--- config.mk ---
export PLATFORM = sky130hd
export DESIGN_NAME = clock_victim_sel
export DESIGN_NICKNAME = d
export VERILOG_FILES = /design/src/rtl/clock_sel_pkg.sv /design/src/rtl/use_flag_bank.sv /design/src/rtl/clock_hand_fsm.sv /design/src/rtl/clock_victim_sel.sv
export SDC_FILE = /design/constraint.sdc
export NUM_CORES = 1
export LEC_CHECK = 0
export ABC_AREA = 1
export BUFFER_PORTS_ARGS = -buffer_cell sky130_fd_sc_hd__buf_2
export CAP_MARGIN = 0
export CORE_ASPECT_RATIO = 0.8
export CORE_MARGIN = 1
export CORE_UTILIZATION = 35
export DETAILED_ROUTE_END_ITERATION = 8
export PLACE_DENSITY = 0.6
export SLEW_MARGIN = 40
export SYNTH_ARGS = -nofsm -noshare
export SYNTH_HDL_FRONTEND = slang
export SYNTH_SLANG_ARGS = --single-unit
--- constraint.sdc ---
create_clock -name clk -period 2.9 [get_ports clk]
set_input_delay 0.145 -clock clk [delete_from_list [all_inputs] [get_ports clk]]
set_output_delay 0.145 -clock clk [all_outputs]
set_load 0.02 [all_outputs]
--- src/rtl/clock_sel_pkg.sv ---
package clock_sel_pkg;
  typedef enum logic [1:0] {
    HAND_IDLE = 2'd0,
    HAND_SCAN = 2'd1,
    HAND_HOLD = 2'd2
  } hand_state_e;
endpackage

--- src/rtl/use_flag_bank.sv ---
module use_flag_bank #(
  parameter int NUM_FRAMES = 4,
  parameter int IDX_W      = $clog2(NUM_FRAMES)
) (
  input  logic             clk,
  input  logic             rst,
  input  logic             ref_valid,
  input  logic [IDX_W-1:0] ref_idx,
  input  logic             clr_en,
  input  logic [IDX_W-1:0] clr_idx,
  input  logic             inst_en,
  input  logic [IDX_W-1:0] inst_idx,
  input  logic [IDX_W-1:0] rd_idx,
  output logic             rd_use
);
  logic [NUM_FRAMES-1:0] use_q;
  logic [NUM_FRAMES-1:0] occ_q;

  // Per-frame flag: install beats reference, reference beats sweep clear.
  for (genvar f = 0; f < NUM_FRAMES; f++) begin : g_frame
    always_ff @(posedge clk) begin
      if (rst) begin
        use_q[f] <= 1'b0;
        occ_q[f] <= 1'b0;
      end else if (inst_en && inst_idx == IDX_W'(f)) begin
        use_q[f] <= 1'b0;
        occ_q[f] <= 1'b1;
      end else if (ref_valid && ref_idx == IDX_W'(f) && occ_q[f]) begin
        use_q[f] <= 1'b1;
      end else if (clr_en && clr_idx == IDX_W'(f)) begin
        use_q[f] <= 1'b0;
      end
    end
  end

  assign rd_use = use_q[rd_idx];


  ref_set_chk: assert property (@(posedge clk) disable iff (rst)
    (ref_valid && occ_q[ref_idx] && !(inst_en && inst_idx == ref_idx))
      |=> use_q[$past(ref_idx)]);


  fill_clear_chk: assert property (@(posedge clk) disable iff (rst)
    inst_en |=> (!use_q[$past(inst_idx)] && occ_q[$past(inst_idx)]));


  sweep_clear_chk: assert property (@(posedge clk) disable iff (rst)
    (clr_en && !(ref_valid && ref_idx == clr_idx) && !(inst_en && inst_idx == clr_idx))
      |=> !use_q[$past(clr_idx)]);


  empty_ref_chk: assert property (@(posedge clk) disable iff (rst)
    (ref_valid && !occ_q[ref_idx] && !(inst_en && inst_idx == ref_idx))
      |=> !use_q[$past(ref_idx)]);
endmodule

--- src/rtl/clock_hand_fsm.sv ---
module clock_hand_fsm
  import clock_sel_pkg::*;
#(
  parameter int NUM_FRAMES = 4,
  parameter int IDX_W      = $clog2(NUM_FRAMES)
) (
  input  logic             clk,
  input  logic             rst,
  input  logic             miss_req,
  input  logic             fill_valid,
  input  logic             rd_use,
  output logic [IDX_W-1:0] rd_idx,
  output logic             clr_en,
  output logic [IDX_W-1:0] clr_idx,
  output logic             inst_en,
  output logic [IDX_W-1:0] inst_idx,
  output logic             victim_valid,
  output logic [IDX_W-1:0] victim_idx,
  output logic             busy
);
  localparam int CNT_W = $clog2(NUM_FRAMES + 2);
  localparam logic [IDX_W-1:0] LAST = IDX_W'(NUM_FRAMES - 1);

  hand_state_e      st_q;
  logic [IDX_W-1:0] hand_q;
  logic             scan;
  logic [CNT_W-1:0] sweep_cnt;

  function automatic logic [IDX_W-1:0] step(input logic [IDX_W-1:0] h);
    return (h == LAST) ? '0 : h + 1'b1;
  endfunction

  assign scan     = (st_q == HAND_IDLE && miss_req) || (st_q == HAND_SCAN);
  assign rd_idx   = hand_q;
  assign clr_en   = scan && rd_use;
  assign clr_idx  = hand_q;
  assign inst_en  = (st_q == HAND_HOLD) && fill_valid;
  assign inst_idx = victim_idx;
  assign busy     = (st_q != HAND_IDLE);

  always_ff @(posedge clk) begin
    if (rst) begin
      st_q         <= HAND_IDLE;
      hand_q       <= '0;
      victim_valid <= 1'b0;
      victim_idx   <= '0;
    end else begin
      victim_valid <= 1'b0;
      if (scan) begin
        if (rd_use) begin
          hand_q <= step(hand_q);
          st_q   <= HAND_SCAN;
        end else begin
          victim_valid <= 1'b1;
          victim_idx   <= hand_q;
          st_q         <= HAND_HOLD;
        end
      end else if (inst_en) begin
        hand_q <= step(victim_idx);
        st_q   <= HAND_IDLE;
      end
    end
  end

  always_ff @(posedge clk) begin
    if (rst) sweep_cnt <= '0;
    else if (st_q == HAND_SCAN) sweep_cnt <= sweep_cnt + 1'b1;
    else sweep_cnt <= '0;
  end


  sweep_bound_chk: assert property (@(posedge clk) disable iff (rst)
    sweep_cnt <= CNT_W'(NUM_FRAMES));


  victim_pulse_chk: assert property (@(posedge clk) disable iff (rst)
    victim_valid |=> !victim_valid);


  victim_busy_chk: assert property (@(posedge clk) disable iff (rst)
    victim_valid |-> busy);


  hold_no_victim_chk: assert property (@(posedge clk) disable iff (rst)
    (st_q == HAND_HOLD && !fill_valid) |=> !victim_valid);
endmodule

--- src/rtl/clock_victim_sel.sv ---
module clock_victim_sel #(
  parameter int NUM_FRAMES = 4,
  parameter int IDX_W      = $clog2(NUM_FRAMES)
) (
  input  logic             clk,
  input  logic             rst,
  input  logic             ref_valid,
  input  logic [IDX_W-1:0] ref_idx,
  input  logic             miss_req,
  input  logic             fill_valid,
  output logic             victim_valid,
  output logic [IDX_W-1:0] victim_idx,
  output logic             busy
);
  logic             rd_use;
  logic [IDX_W-1:0] rd_idx;
  logic             clr_en;
  logic [IDX_W-1:0] clr_idx;
  logic             inst_en;
  logic [IDX_W-1:0] inst_idx;

  use_flag_bank #(.NUM_FRAMES(NUM_FRAMES), .IDX_W(IDX_W)) i_flags (
    .clk(clk), .rst(rst),
    .ref_valid(ref_valid), .ref_idx(ref_idx),
    .clr_en(clr_en), .clr_idx(clr_idx),
    .inst_en(inst_en), .inst_idx(inst_idx),
    .rd_idx(rd_idx), .rd_use(rd_use)
  );

  clock_hand_fsm #(.NUM_FRAMES(NUM_FRAMES), .IDX_W(IDX_W)) i_hand (
    .clk(clk), .rst(rst),
    .miss_req(miss_req), .fill_valid(fill_valid),
    .rd_use(rd_use), .rd_idx(rd_idx),
    .clr_en(clr_en), .clr_idx(clr_idx),
    .inst_en(inst_en), .inst_idx(inst_idx),
    .victim_valid(victim_valid), .victim_idx(victim_idx),
    .busy(busy)
  );
endmodule

==> metrics, run 1 <==
outcome finished, final reports clean; final hold vios 0; I/O pin total 11; Seq cells post-synth 15; maximum clock path buffer count 2; worst reg2reg endpoint i_hand.inst_idx[0]$_SDFFE_PP0P_; total grt overflow 0; Placement Rows 15; CTS Sinks 15; reg-to-reg critical path startpoint i_hand.clr_idx[0]$_SDFFE_PP0P_; largest net degree at the start of global routing 10; PwrDens slightly below 500 mW/mm^2; worst endpoint required time just over 3 ns; Setup crit start kind register; final worst setup slack approximately 1.6 ns; footprint of the multi-input gates between 400 and 500 um^2; Area growth syn-to-layout 12.6%; layout cells sized above 1 about a fifth; Worst setup EP type register; Slew HR around 76%; ranking of synthesized cells by area dfxtp_1 36%, nand2_1 13%, ha_1 12%; crit path buf inv count 1; Inserted Clock Buffers 3; Hold Crit Start rst; number of global-route vias before repair about 650; worst endpoint data arrival time about 1.5 ns; most common cell in the netlist nand2_1; die area 0.00259 mm^2; FF-to-FF path depth 7; CTS tree done; first-pass GRT wire length 2730 um; Netlist Area Pre-Place around 840 um^2; drt wl/cell ~10 um; Leakage 0.441 nW; CORE AREA about 0.0022 mm^2; DR iter-0 viols 17; Synth Instances 113; Critical-path top delay cell dfxtp_1; worst path cell trace inv_2, nand2_1, nand3_2, nand2_2, nand2_4, o21ai_0, nor2_1; post-CTS setup buffer count 0; Fillers between 200 and 250; Synth cell types 19; TNS Setup 0 ns; Hold Path Cell Cnt 2; syn_area_per_cell 7.41 um^2; top cells by count, synth 30 x nand2_1, 15 x dfxtp_1, 15 x inv_1; Post-synth EDFFs 0; fin crit share between 40% and 50%; post-synth top area cell dfxtp_1; CP peak stage delay slightly below 0.5 ns; Layout Nets 142; Worst Clk Skew roughly 0.00026 ns; Reg area around 300 um^2; fin crit period around 1.3 ns; hold buffer count at CTS 0; number of synthesis warnings 0; worst skew pair latency 0.27 ns; Slew @ Worst Pin ~0.35 ns; chip width approximately 57 um; Most used DFF post-synth dfxtp_1; initial antenna violation count 0; post-synthesis sequential area ratio approximately 36%; number of inserted diodes 0; dpl hpwl 1230 um; kind of cell adding the most delay to the critical path flip-flops; via/cell ratio 4.71; Total GRT Usage 14.1%; GPL Wtd Cong between 0.8 and 0.9; Synthesized Nets 128; Clk pin slew, worst setup/hold paths approximately 0.09 ns; Hold Crit Class input pin to register; post_cts resized 0; drt drc 0; PortBufs 10; Worst Path Max Fanout 7; clock root cell clkbuf_4; fmax 751 MHz; Vert. Die Dim between 40 and 50 um; DRT Pass-1 Iters 4; async set-or-reset flop fraction in the synthesized netlist 0%; via count approximately 700; Starting Density a little under two fifths; Place WS 1.60 ns; Crit Path Class register to register; Max VDD drop between 0.0003 and 0.0004 V; H-tree levels 1; final setup violation count 0; Synth top area share 35.9%; reg2reg setup slack 1.57 ns; Worst Hold Endpoint i_hand.inst_idx[1]$_SDFFE_PP0P_; Max Cap Viol 0; drt total wl approximately 1500 um; Final Max Slew Viols 0; antenna-violating nets left 0; RSZ-0062 raised after global routing no
-- worst register-to-register path: cells and delay by family, from the launching register on --
kind                   cells  cell delay [ns]
AO/OA/AOI/OAI              1             0.17
buffers and inverters      1             0.12
flip-flops                 1             0.49
AND/OR/NAND/NOR            5             0.48
-- per-layer routing --
metal | track usage (%) | up-vias | routed length, um
met3 | 3.41 | 2 | 56
met4 | 8.50 | 0 | 21
met2 | 20.7 | 13 | 666
li1 | - | 381 | -
met1 | 19.0 | 315 | 783
met5 | 0 | - | 0
-- worst max path at each step --
| stage | start | end | slack [ns] | depth (start not counted) |
|---|---|---|---|---|
| after floorplan | i_hand.inst_idx[0]$_SDFFE_PP0P_ | i_hand.clr_idx[1]$_SDFFE_PP0P_ | 1.68 | 6 |
| after global placement | i_hand.clr_idx[0]$_SDFFE_PP0P_ | i_hand.inst_idx[0]$_SDFFE_PP0P_ | 1.60 | 7 |
| after detailed placement | i_hand.clr_idx[0]$_SDFFE_PP0P_ | i_hand.inst_idx[0]$_SDFFE_PP0P_ | 1.60 | 7 |
| after CTS | i_hand.clr_idx[0]$_SDFFE_PP0P_ | i_hand.inst_idx[0]$_SDFFE_PP0P_ | 1.56 | 7 |
| after global routing | i_hand.clr_idx[0]$_SDFFE_PP0P_ | i_hand.inst_idx[0]$_SDFFE_PP0P_ | 1.46 | 7 |
| final | i_hand.clr_idx[0]$_SDFFE_PP0P_ | i_hand.inst_idx[0]$_SDFFE_PP0P_ | 1.57 | 7 |
-- cells in the final DEF, fill, tap and decap left out --
master    instances
nor2_1           10
ha_1              8
a21oi_2           1
nand3_4           1
nand2_1          30
inv_1            15
buf_2            10
nand2_2           3
inv_2             1
nand3_1           7
nand2_4           1
nor2_8            1
o21ai_0           1
nand3_2           2
clkinv_2          2
nor2_2            1
a21oi_1          10
nand4_1           4
clkbuf_4          3
dfxtp_1          15
-- where the power goes --
group,switching (mW),internal (mW)
clock network,0.0646,0.0510
logic,0.0665,0.0377
registers,0.0167,0.217
total,0.148,0.306
-- through the flow --
step	util [%]	instance area, um^2	total power [mW]	cells	hold WS (ns)
floorplan	-	837	0.316	113	0.305
detailed placement	41.3	915	0.344	147	0.436
global route	42.5	942	0.489	151	0.144
CTS	42.5	942	0.462	151	0.135
finish	42.5	942	0.454	151	0.135
global placement	41.3	915	0.343	147	0.439
-- layout make-up --
class	instances	area share, %
Timing Repair Buffer	10	5.31
Tap cell	25	3.32
Inverter	17	6.91
Sequential cell	15	31.9
Clock inverter	1	0.531
Clock buffer	3	2.39
Multi-Input combinational cell	80	49.7
-- registers in the layout, indices dropped and copies added, names as in the netlist --
register             count
i_flags.occ_q            4
i_flags.use_q            4
i_hand.clr_idx           2
i_hand.inst_idx          2
i_hand.st_q              2
i_hand.victim_valid      1
-- cell families (layout without fill, tap and decap cells) --
logic type / after synthesis / count (layout) / synth area share, %
AO/OA/AOI/OAI: 12 / 12 / 7.62
adder cells (fa/ha/maj): 8 / 8 / 12.0
buffers and inverters: 18 / 31 / 8.22
flip-flops: 15 / 15 / 35.9
AND/OR/NAND/NOR: 60 / 60 / 36.3
(Power assumes the default switching activity.)
==> run 2, diff against run 1 <==
clock period = 1.29 ns   (was 2.9 ns; I/O delays follow)
==> run 2 against run 1 <==
Effect of this change:
- hold slack worse by 0.075 ns
- clock power up 140%
- sequential share of layout area is 0.19 points lower
- critical path depth down 4
- first-iteration DRC count increased by 29%
- non-clock buffer count is 2 higher
- register-to-register slack worse by 1.4 ns
- setup slack worse by 1.5 ns
- count of clock-buffer cells in the layout increased by 1
- highest routed layer unchanged
==> metrics, run 2 (same netlist as run 1, synthesis figures left out) <==
total grt overflow 0 (unchanged); I/O pin total 11 (unchanged); Crit Path Class register to output port (was register to register); drt wl/cell 10.5 um (was 10.1 um); antenna-violating nets left 0 (unchanged); highest routed layer met4 (unchanged); Setup crit start kind register (unchanged); H-tree levels 1 (unchanged); most common library cell in the layout ignoring fill and taps nand2_1 (unchanged); maximum clock path buffer count 2 (unchanged); via/cell ratio 4.68 (was 4.71); CP peak stage delay 0.55 ns (was 0.49 ns); RSZ-0062 raised after global routing no (unchanged); initial antenna violation count 0 (unchanged); drt total wl 1600 um (was 1530 um); number of inserted diodes 0 (unchanged); Worst Clk Skew 0.00251 ns (was 0.000265 ns); Place WS 0.0369 ns (was 1.60 ns); Critical-path top delay cell dfxtp_1 (unchanged); most frequent cells in the layout 30 x nand2_1, 15 x inv_1, 14 x dfxtp_1 (was 30 x nand2_1, 15 x inv_1, 15 x dfxtp_1); largest net degree at the start of global routing 10 (unchanged); Max Cap Viol 0 (unchanged); final setup violation count 0 (unchanged); TNS Setup 0 ns (unchanged); Inserted Clock Buffers 3 (unchanged); Total GRT Usage 15.0% (was 14.1%); CTS Sinks 15 (unchanged); PwrDens 1090 mW/mm^2 (was 482 mW/mm^2); layout cells sized above 1 21.9% (was 20.6%); Power, Total 1.05 mW (was 0.454 mW); dpl hpwl 1260 um (was 1230 um); via count 716 (was 711); Starting Density 37.8% (unchanged); final worst setup slack 0.109 ns (was 1.57 ns); clock root cell clkbuf_4 (unchanged); final core utilization 43.3% (was 42.5%); DR iter-0 viols 22 (was 17); CORE AREA 0.00221 mm^2 (unchanged); first-pass GRT wire length 2880 um (was 2730 um); WL met1 862 um (was 783 um); drt drc 0 (unchanged); Final Max Slew Viols 0 (unchanged); P_int 0.704 mW (was 0.306 mW); final hold vios 0 (unchanged); biggest regs i_flags.occ_q: 4 flops, i_flags.use_q: 4 flops (unchanged); Hold Crit Class input pin to register (unchanged); Slew @ Worst Pin 0.367 ns (was 0.353 ns); worst endpoint required time 1.23 ns (was 3.07 ns); die area 0.00259 mm^2 (unchanged); Worst setup EP type output port (was register); switching share of power 32.9% (was 32.6%); hold buffer count at CTS 0 (unchanged); worst endpoint data arrival time 1.12 ns (was 1.50 ns); Slew HR 75.5% (was 76.4%); PortBufs 10 (unchanged); Worst Path Max Fanout 5 (was 7); crit path buf inv count 2 (was 1); reg2reg setup slack 0.14 ns (was 1.57 ns); Clock Power Share 26.3% (was 25.5%); Max VDD drop 0.000489 V (was 0.000304 V); CTS tree done (unchanged); fin crit share between 90% and 100%; Clk pin slew, worst setup/hold paths 0.09 ns (about the same); kind of cell adding the most delay to the critical path flip-flops (unchanged); DRT Pass-1 Iters 4 (unchanged); Leakage 0.450 nW (was 0.441 nW); chip width 56.7 um (unchanged); Layout Nets 144 (was 142); wire length on met3 40 um (was 56 um); Met2 Wirelength 679 um (was 666 um); Area growth syn-to-layout 14.6% (was 12.6%); worst skew pair latency 0.28 ns (was 0.27 ns); Psw 0.346 mW (was 0.148 mW); Placed Area 930 um^2 (was 915 um^2); GPL Wtd Cong 0.843 (was 0.876); Vert. Die Dim 45.7 um (unchanged); Post-Layout Inst Area 960 um^2 (was 942 um^2); logic gate share of total power 24.3% (was 23.0%); worst path cell trace inv_1, nand2_1, buf_2 (was inv_2, nand2_1, nand3_2, nand2_2, nand2_4, o21ai_0, nor2_1); Placement Rows 15 (unchanged); fmax approximately 850 MHz; outcome finished, final reports clean (unchanged); sequential fraction of design power 49.4% (was 51.6%); number of global-route vias before repair 664 (was 648); fin crit period between 1 and 1.5 ns
==> run 2: cell count changes in the layout (fill, tap and decap cells not counted) <==
cell / before / now
clkinv_2: 2 / 1
dfxtp_1: 15 / 14
clkbuf_1: 0 / 1
dfxtp_4: 0 / 1
buf_4: 0 / 2
==> run 2: worst paths after layout <==
path	start	end	cells past startpoint
max	i_hand.st_q[1]$_SDFFE_PP0P_	busy	3
min	rst	i_hand.inst_idx[1]$_SDFFE_PP0P_	2
max reg2reg	i_hand.inst_idx[1]$_SDFFE_PP0P_	i_hand.clr_idx[1]$_SDFFE_PP0P_	6
min reg2reg	i_flags.occ_q[1]$_SDFFE_PP0P_	i_flags.occ_q[1]$_SDFFE_PP0P_	2
==> run 2: stage by stage <==
stage / hold slack [ns] / std cells
6_report: 0.0602 / 153
5_1_grt: 0.0605 / 153
4_1_cts: 0.0442 / 153
3_5_place_dp: 0.352 / 149
3_3_place_gp: 0.359 / 149
2_1_floorplan: 0.224 / 113
==> run 2: routing by layer <==
layer | track usage [%] | vias to the layer above
li1 | - | 388
met5 | 0 | -
met3 | 4.26 | 4
met1 | 20.7 | 315
met4 | 7.00 | 0
met2 | 21.7 | 9
==> run 2: timing repair <==
action / CTS / global route
buffers inserted: 0 / 0
hold endpoints to repair: 0 / 0
setup endpoints to repair: 0 / 4
gates resized for setup: 0 / 2
==> run 2: power groups by stage <==
stage	registers [mW]	logic, mW	clock network [mW]
6_report	0.519	0.255	0.276
5_1_grt	0.523	0.295	0.301
4_1_cts	0.518	0.256	0.284
3_5_place_dp	0.528	0.255	0
3_3_place_gp	0.528	0.253	0
2_1_floorplan	0.541	0.169	0
==> run 2: cell type report <==
type / instances / area (um^2)
repair buffers: 12 / 65.1
multi-input cells: 80 / 468
flip-flops and latches: 15 / 304
fillers: 234 / 1250
inverters: 17 / 65.1
well taps: 25 / 31.3
clock buffers: 4 / 26.3
